==> src/rtl/bb_pkg.sv <==
package bb_pkg;

    localparam int BB_WORD_W = 16;
    localparam int BB_WORDS  = 4;
    localparam int BB_LOOP_W = 16;

    typedef enum logic [2:0] {
        RES_NONE = 3'd0,
        RES_ITEM = 3'd1,
        RES_BOTH = 3'd2,
        RES_SRC  = 3'd3,
        RES_DST  = 3'd4
    } bb_res_e;

endpackage

==> src/rtl/bb_chunk_len.sv <==
module bb_chunk_len #(
    parameter int WORD_W = 16,
    parameter int OFF_W  = 4,
    parameter int CNT_W  = 7,
    parameter int LEN_W  = 5
) (
    input  logic [OFF_W-1:0] src_off,
    input  logic [OFF_W-1:0] dst_off,
    input  logic [CNT_W-1:0] cnt_neg,
    output logic [LEN_W-1:0] len
);
    logic [LEN_W-1:0] src_left;
    logic [LEN_W-1:0] dst_left;
    logic [LEN_W-1:0] word_min;
    logic [CNT_W-1:0] remaining;

    assign src_left  = LEN_W'(WORD_W) - LEN_W'(src_off);
    assign dst_left  = LEN_W'(WORD_W) - LEN_W'(dst_off);
    assign remaining = CNT_W'(0) - cnt_neg;
    assign word_min  = (src_left < dst_left) ? src_left : dst_left;

    always_comb begin
        if (remaining < CNT_W'(word_min)) begin
            len = remaining[LEN_W-1:0];
        end else begin
            len = word_min;
        end
    end
endmodule

==> src/rtl/bb_word_op.sv <==
module bb_word_op #(
    parameter int WORD_W = 16,
    parameter int OFF_W  = 4,
    parameter int LEN_W  = 5
) (
    input  logic [WORD_W-1:0] src_word,
    input  logic [WORD_W-1:0] dst_word,
    input  logic [OFF_W-1:0]  src_off,
    input  logic [OFF_W-1:0]  dst_off,
    input  logic [LEN_W-1:0]  len,
    input  logic [3:0]        func,
    input  logic              fill,
    input  logic              clr,
    output logic [WORD_W-1:0] new_word
);
    localparam int WIDE_W = 2 * WORD_W;

    logic [WIDE_W-1:0] one_w;
    logic [WIDE_W-1:0] len_ones;
    logic [WIDE_W-1:0] mask_w;
    logic [WIDE_W-1:0] field_w;
    logic [WORD_W-1:0] mask;
    logic [WORD_W-1:0] aligned;
    logic [WORD_W-1:0] s_eff;
    logic [WORD_W-1:0] d_eff;

    assign one_w    = WIDE_W'(1);
    assign len_ones = (one_w << len) - one_w;
    assign mask_w   = len_ones << dst_off;
    assign mask     = mask_w[WORD_W-1:0];
    assign field_w  = ((WIDE_W'(src_word) >> src_off) & len_ones) << dst_off;
    assign aligned  = field_w[WORD_W-1:0];
    assign s_eff    = fill ? (aligned | ~mask) : aligned;
    assign d_eff    = clr ? (dst_word & ~mask) : dst_word;

    for (genvar b = 0; b < WORD_W; b++) begin : g_bit
        assign new_word[b] = func[{d_eff[b], s_eff[b]}];
    end
endmodule

==> src/rtl/bb_engine.sv <==
module bb_engine
    import bb_pkg::*;
#(
    parameter int WORD_W = BB_WORD_W,
    parameter int WORDS  = BB_WORDS,
    parameter int LOOP_W = BB_LOOP_W
) (
    input  logic                                clk,
    input  logic                                rst_n,
    input  logic                                start,
    input  logic [WORD_W*WORDS-1:0]             src_qw,
    input  logic [WORD_W*WORDS-1:0]             dst_qw,
    input  logic [$clog2(WORD_W*WORDS)-1:0]     src_ptr,
    input  logic [$clog2(WORD_W*WORDS)-1:0]     dst_ptr,
    input  logic [$clog2(WORD_W*WORDS):0]       run_len,
    input  logic [3:0]                          func,
    input  logic                                fill_src,
    input  logic                                clear_dst,
    output logic                                busy,
    output logic                                done,
    output logic [2:0]                          result,
    output logic [LOOP_W-1:0]                   loop_cnt,
    output logic [WORD_W*WORDS-1:0]             dst_out
);
    localparam int QW_W  = WORD_W * WORDS;
    localparam int OFF_W = $clog2(WORD_W);
    localparam int SEL_W = $clog2(WORDS);
    localparam int PTR_W = OFF_W + SEL_W;
    localparam int CNT_W = PTR_W + 1;
    localparam int LEN_W = OFF_W + 1;

    typedef struct packed {
        logic              busy;
        logic              done;
        bb_res_e           code;
        logic [PTR_W-1:0]  sp;
        logic [PTR_W-1:0]  dp;
        logic [CNT_W-1:0]  cnt;
        logic [3:0]        func;
        logic              fill;
        logic              clr;
        logic [LOOP_W-1:0] iters;
        logic [QW_W-1:0]   src;
        logic [QW_W-1:0]   dst;
    } state_t;

    state_t st_q, st_d;

    logic [WORD_W-1:0] src_words [WORDS];
    logic [WORD_W-1:0] dst_words [WORDS];
    logic [SEL_W-1:0]  src_sel, dst_sel;
    logic [OFF_W-1:0]  src_off, dst_off;
    logic [LEN_W-1:0]  chunk_len;
    logic [WORD_W-1:0] new_word;
    logic [PTR_W-1:0]  sp_next, dp_next;
    logic [CNT_W-1:0]  cnt_next;

    for (genvar w = 0; w < WORDS; w++) begin : g_split
        assign src_words[w] = st_q.src[w*WORD_W +: WORD_W];
        assign dst_words[w] = st_q.dst[w*WORD_W +: WORD_W];
    end

    assign src_sel = st_q.sp[PTR_W-1:OFF_W];
    assign dst_sel = st_q.dp[PTR_W-1:OFF_W];
    assign src_off = st_q.sp[OFF_W-1:0];
    assign dst_off = st_q.dp[OFF_W-1:0];

    bb_chunk_len #(
        .WORD_W (WORD_W),
        .OFF_W  (OFF_W),
        .CNT_W  (CNT_W),
        .LEN_W  (LEN_W)
    ) i_len (
        .src_off (src_off),
        .dst_off (dst_off),
        .cnt_neg (st_q.cnt),
        .len     (chunk_len)
    );

    bb_word_op #(
        .WORD_W (WORD_W),
        .OFF_W  (OFF_W),
        .LEN_W  (LEN_W)
    ) i_op (
        .src_word (src_words[src_sel]),
        .dst_word (dst_words[dst_sel]),
        .src_off  (src_off),
        .dst_off  (dst_off),
        .len      (chunk_len),
        .func     (st_q.func),
        .fill     (st_q.fill),
        .clr      (st_q.clr),
        .new_word (new_word)
    );

    assign sp_next  = st_q.sp + PTR_W'(chunk_len);
    assign dp_next  = st_q.dp + PTR_W'(chunk_len);
    assign cnt_next = st_q.cnt + CNT_W'(chunk_len);

    always_comb begin
        st_d      = st_q;
        st_d.done = 1'b0;
        if (!st_q.busy) begin
            if (start) begin
                st_d.busy  = 1'b1;
                st_d.code  = RES_NONE;
                st_d.sp    = src_ptr;
                st_d.dp    = dst_ptr;
                st_d.cnt   = CNT_W'(0) - run_len;
                st_d.func  = func;
                st_d.fill  = fill_src;
                st_d.clr   = clear_dst;
                st_d.iters = '0;
                st_d.src   = src_qw;
                st_d.dst   = dst_qw;
            end
        end else begin
            st_d.sp    = sp_next;
            st_d.dp    = dp_next;
            st_d.cnt   = cnt_next;
            st_d.iters = st_q.iters + LOOP_W'(1);
            for (int w = 0; w < WORDS; w++) begin
                if (SEL_W'(w) == dst_sel) begin
                    st_d.dst[w*WORD_W +: WORD_W] = new_word;
                end
            end
            if (cnt_next == '0) begin
                st_d.code = RES_ITEM;
            end else if (sp_next == '0 && dp_next == '0) begin
                st_d.code = RES_BOTH;
            end else if (sp_next == '0) begin
                st_d.code = RES_SRC;
            end else if (dp_next == '0) begin
                st_d.code = RES_DST;
            end
            if (st_d.code != RES_NONE) begin
                st_d.busy = 1'b0;
                st_d.done = 1'b1;
            end
        end
    end

    always_ff @(posedge clk or negedge rst_n) begin
        if (!rst_n) begin
            st_q <= '0;
        end else begin
            st_q <= st_d;
        end
    end

    assign busy     = st_q.busy;
    assign done     = st_q.done;
    assign result   = st_q.code;
    assign loop_cnt = st_q.iters;
    assign dst_out  = st_q.dst;
endmodule

==> config.mk <==
export PLATFORM = sky130hd
export DESIGN_NAME = bb_engine
export DESIGN_NICKNAME = d
export VERILOG_FILES = /design/src/rtl/bb_pkg.sv /design/src/rtl/bb_chunk_len.sv /design/src/rtl/bb_word_op.sv /design/src/rtl/bb_engine.sv
export SDC_FILE = /design/constraint.sdc
export NUM_CORES = 1
export LEC_CHECK = 0
export BUFFER_PORTS_ARGS = -buffer_cell sky130_fd_sc_hd__buf_4
export CORE_AREA = 2 2 202 204
export CTS_CLUSTER_DIAMETER = 50
export DETAILED_ROUTE_END_ITERATION = 6
export DIE_AREA = 0 0 204 206
export SETUP_SLACK_MARGIN = 0.5
export SLEW_MARGIN = 20
export SYNTH_ARGS = -nofsm -noshare
export SYNTH_HDL_FRONTEND = slang
export SYNTH_HIERARCHICAL = 1
export SYNTH_SLANG_ARGS = --single-unit
==> constraint.sdc <==
create_clock -name clk -period 13.7 [get_ports clk]
set_clock_uncertainty 0.1 [all_clocks]
set_input_delay 0.685 -clock clk [delete_from_list [all_inputs] [get_ports clk]]
set_output_delay 0.685 -clock clk [all_outputs]
set_load 0.02 [all_outputs]
==> results of run 1 <==
-- kinds of logic after synthesis --
group | after synthesis
AND/OR/NAND/NOR | 582
adder cells (fa/ha/maj) | 33
AO/OA/AOI/OAI | 436
buffers and inverters | 234
flip-flops | 174
multiplexers | 122
XOR/XNOR | 25
-- cell usage in the layout, fill, tap and decap left out, drive strengths merged, types with 30 or more instances in the layout --
| cell type | n |
|---|---|
| a21oi | 169 |
| mux2i | 53 |
| buf | 265 |
| nor3 | 30 |
| nand2 | 294 |
| mux4 | 53 |
| o21ai | 98 |
| inv | 40 |
| nor2 | 121 |
| dfrtp | 174 |
-- worst paths after layout --
check | end | slack (ns) | cells past startpoint
setup reg to reg | dst_out[31] | 4.64 | 29
setup / recovery | dst_out[31] | 4.64 | 29
min in group clk | src_words[50] | 0.32 | 3
max in group asynchronous | src_words[52] | 12.08 | 2
hold reg to reg | src_words[27] | 0.37 | 2
hold / removal | dst_out[56] | 0.08 | 1
-- routing by layer --
layer  global-route usage  share of wire  vias up
li1                     -              -     5878
met1                0.273           0.43     5992
met2                0.334           0.48      403
met3               0.0341          0.056       77
met4               0.0807          0.028        0
met5                    0              0        -
-- worst max-delay path, delay by kind of cell (launching register included) --
| family | cells | cell delay (ns) |
|---|---|---|
| and+or+nand+nor | 8 | 2.66 |
| adders and majority gates | 4 | 1.45 |
| buffers and inverters | 3 | 0.31 |
| DFF | 1 | 0.87 |
| muxes | 3 | 1.03 |
| AOI/OAI and AO/OA | 11 | 2.45 |
-- per-stage QoR --
stage / utilization / instances
CTS: 0.395 / 2242
floorplan: - / 1606
global route: 0.395 / 2242
detailed placement: 0.381 / 2211
finish: 0.395 / 2242
global placement: 0.381 / 2211
-- flip-flops by register name, indices dropped and copies added, names as in the netlist, 2 cells and up --
register	count
src_off	4
dst_off	4
loop_cnt	16
dst_sel	2
dst_out	64
src_sel	2
result	3
src_words	64
st_q	13
-- layout make-up --
class	instances	area share
clock buffers	22	0.0299
clock inverters	9	0.00701
inverters	42	0.00993
multi-input cells	1198	0.511
flip-flops and latches	174	0.274
well taps	532	0.0419
repair buffers	265	0.126
==> results.yml, run 1 <==
synth:
  async_flop_share: 1.00
  synth_top_area_frac: 0.317
  synthTopCellsByCount: "nand2_1 (294), dfrtp_1 (174), a21oi_1 (169)"
  synth_simple_gate_area_share: 0.192
  yosysSeqAreaShare: 0.317
  synth_top_area_cell: "dfrtp_1"
  synth_fp_nets: 1794
  synth-edff-count: 0
  post-synth-top-count-cell: "nand2_1"
  avgSynthCellArea_sq_um: 8.57
  synth_area_leaders: "dfrtp_1 (32%), nand2_1 (8.0%), mux4_2 (7.2%), a21oi_1 (6.1%), buf_4 (4.7%)"
  synth_ff_type: "dfrtp_1"
  syn_area_sq_um: 13800
  yosys_warnings: 6
  yosys.cell_types.count: 103
  synth_mux_area_frac: 0.144
  synth-seq-cells: 174
  syn_inst: 1606
  synth_top_family_by_area: "compound AO/OA/AOI/OAI gates"
  synth-xor-area-share: 0.0159
  synth_compound_area_frac: 0.204
  yosys.area_share.adder: 0.0315
setup_path:
  cp_slowest_cell: "dfrtp_1"
  crit_top_cell: "ha_1"
  cp-start-kind: "register"
  cp.arrival_ns: 9.25
  cp-startpoint: "src_off[0]"
  crit_required_ns: 13.89
  slowest_delay_ns: 0.87
  timing.rr.start: "src_off[0]"
  cp-end-kind: "register"
  cp_max_fo: 27
  worstSetupPathType: "register to register"
cells_and_area:
  area.sequential_sq_um: 4360
  stdcell_area_sq_um: 15900
  n_antenna_cell: 0
  drive_above_1_share: 0.233
  nets: 1886
  area_growth_pct: 15.5
  multiInputGateArea_sq_um: 8120
  fillers: 4143
global_routing:
  grt_max_degree: 85
  antenna_found_initial: 0
  grt_pass1_wl_um: 68000
  track_usage: 0.205
  grt-ovfl-total: 0
  grt_pass1_vias: 12000
sta:
  setup-tns-final_ns: 0
  maxSlewHeadroom: 0.304
  finalHoldViolCount: 0
  whs_ns: 0.0763
  max_freq_mhz: 110
  layout_min_cycle_time_ns: 9.06
  timing.final.crit_share: 0.661
  tightest_slew_ns: 1.04
  setup_ws_ns: 4.64
  setup_viol: 0
  rsz0062_at_grt: "no"
  drv_slew: 0
floorplan:
  core_area_sq_um: 40200
  io_pins: 241
  start_util: 0.342
  fp.dieH_um: 206
  die_area_sq_um: 42000
  die_x_um: 204
  num_rows: 74
clocking:
  cts.repair.resized: 0
  ctsHoldBuffers: 0
  cts_root_buf: "clkbuf_16"
  cts_made_buffers: 17
  clock_path_buffers: 2
  cts.sinks: 174
  cts_setup_buffers: 0
  clkSlewWorstSetupHoldPaths_ns: 0.07
  cts_tree: "built"
  h-tree-depth: 4
  insertion_delay_ns: 0.46
drt:
  dr.pass1.iters: 7
  vias: 12400
  wl_per_cell_um: 19.3
  postRouteAntennaNets: 0
  drcViolationCount: 8
  vias_per_cell: 5.51
  drt_iter0_drc: 981
  drt_wl_total_um: 43400
outcome:
  status: "complete, but fails checks"
  violations: "design-rule violations"
worst_hold_path:
  hp-class: "primary input to async pin"
placed_design:
  portBuffers: 240
  pre_cts_ws_ns: 4.80
  placed_area_sq_um: 15300
  post-dp-hpwl_um: 31500
  gp_congestion: 0.929
run:
  drv_cap: 0
Power of run 1 is not shown: default switching activity piles up to over one toggle a cycle in this logic, so the estimate is an artifact.
==> inputs of run 2 (changes only) <==
- clock period: 13.7 -> 8.5 ns (I/O delays scaled with it)
==> run 2 against run 1 <==
  * The flow now finishes without violations
  * Design area increased by 1.6%
  * Via count increased by 1.3%
  * Count of clock-buffer cells in the layout decreased by 1
  * Sequential share of layout area decreased by 0.42 points
  * Die area unchanged
  * Critical path depth increased by 2
  * Final cell count increased by 0.49%
  * Sequential cell count unchanged
  * Critical path type unchanged
  * Highest routed layer is now met5
==> results.yml, run 2 (synthesized netlist as in run 1, its figures left out) <==
outcome:
  status: "completed"
placed_design:
  placed_area_sq_um: 15300
  pre_cts_ws_ns: 0.477
  post-dp-hpwl_um: 31900
  portBuffers: 240
  gp_congestion: 0.929
global_routing:
  antenna_found_initial: 1
  grt_max_degree: 97
  grt-ovfl-total: 0
  grt_pass1_wl_um: 68300
  grt_pass1_vias: 12300
  track_usage: 0.206
cells_and_area:
  nets: 1896
  area_growth_pct: 17.3
  n_antenna_cell: 0
  fillers: 4091
  mostFrequentLayoutCells: "nand2_1 (294), buf_4 (269), dfrtp_1 (172)"
  drive_above_1_share: 0.248
  mostFrequentLayoutCell: "nand2_1"
  stdcell_area_sq_um: 16100
drt:
  vias_per_cell: 5.55
  postRouteAntennaNets: 0
  dr.pass1.iters: 6
  vias: 12500
  drt_wl_total_um: 43700
  drt_iter0_drc: 1289
  drcViolationCount: 0
  wl_per_cell_um: 19.4
sta:
  layout_min_cycle_time_ns: 7.58
  max_freq_mhz: 132
  drv_slew: 0
  setup_viol: 0
  setup-tns-final_ns: 0
  finalHoldViolCount: 0
  maxSlewHeadroom: 0.328
  tightest_slew_ns: 0.997
  timing.final.crit_share: 0.891
  rsz0062_at_grt: "no"
  setup_ws_ns: 0.925
setup_path:
  cp_max_fo: 17
  cp_slowest_cell: "or4_1"
  worst_r2r_path_depth: 31
  cp-start-kind: "register"
  slowest_delay_ns: 0.57
  cp-end-kind: "register"
  worstSetupPathType: "register to register"
  crit_required_ns: 8.71
  cp.arrival_ns: 7.78
floorplan:
  num_rows: 74
  core_area_sq_um: 40200
  fp.dieH_um: 206
  io_pins: 241
  start_util: 0.342
  die_area_sq_um: 42000
  die_x_um: 204
clocking:
  clock_path_buffers: 2
  cts_tree: "built"
  clkSlewWorstSetupHoldPaths_ns: 0.07
  insertion_delay_ns: 0.45
  cts.sinks: 174
  cts_root_buf: "clkbuf_16"
  cts_made_buffers: 17
  h-tree-depth: 4
run:
  drv_cap: 0
worst_hold_path:
  holdPathStages: 3
  hp-class: "primary input to register"
-- run 2: changes by cell type in the layout (fill, tap and decap cells not counted), sizes merged --
cell and change:
clkinvlp -2, bufinv +1, clkbuf -1, buf +9
dlygate4sd3 +1, inv +3
-- run 2: path summary, 6_finish.rpt --
| path | slack (ns) | end | startpoint |
|---|---|---|---|
| max | 0.92 | dst_out[28] | dst_off[1] |
| min | 0.06 | src_words[33] | src_qw[17] |
| max reg2reg | 0.92 | dst_out[28] | dst_off[1] |
| min reg2reg | 0.37 | src_words[5] | src_words[5] |
| max in group asynchronous | 6.42 | src_words[4] | rst_n |
| min in group asynchronous | 0.56 | dst_out[55] | rst_n |
-- run 2: critical path: cells and delay by family, from the launching register on --
kind | cells | cell delay (ns)
compound gates | 12 | 2.34
simple gates | 6 | 1.77
fa+ha+maj | 4 | 1.04
mux | 3 | 0.97
buf+inv | 5 | 0.65
flops | 1 | 0.37
xor+xnor | 1 | 0.18
-- run 2: per-layer routing --
metal | track usage | routed length (um) | part of all wire | vias up
met4 | 0.0776 | 1420 | 0.033 | 2
met1 | 0.271 | 18700 | 0.43 | 6072
li1 | - | - | - | 5885
met2 | 0.335 | 21000 | 0.48 | 457
met3 | 0.0421 | 2590 | 0.059 | 94
met5 | 0 | 8 | 0.00018 | -
-- run 2: final cells by class --
| class | count | area (sq um) | area share |
|---|---|---|---|
| inverters | 42 | 158 | 0.00977 |
| clock inverters | 11 | 153 | 0.00946 |
| multi-input cells | 1198 | 8220 | 0.510 |
| flip-flops and latches | 174 | 4360 | 0.270 |
| well taps | 532 | 666 | 0.0413 |
| repair buffers | 275 | 2090 | 0.130 |
| clock buffers | 21 | 480 | 0.0298 |
-- run 2: per-stage QoR --
step                utilization  cells  hold WS [ns]
floorplan                     -   1606        0.0294
global placement          0.382   2217         0.353
detailed placement        0.382   2217         0.358
CTS                       0.398   2250        0.0184
global route              0.401   2253        0.0426
finish                    0.401   2253        0.0619
-- run 2: repair_timing --
item,4_1_cts,5_1_grt
hold buffers,1,0
endpoints found under the hold margin,16,0
resized for setup,2,26
buffers inserted,0,3
pin swaps,0,2
endpoints found under the setup margin,8,60
Power of run 2 is left out for the same reason.
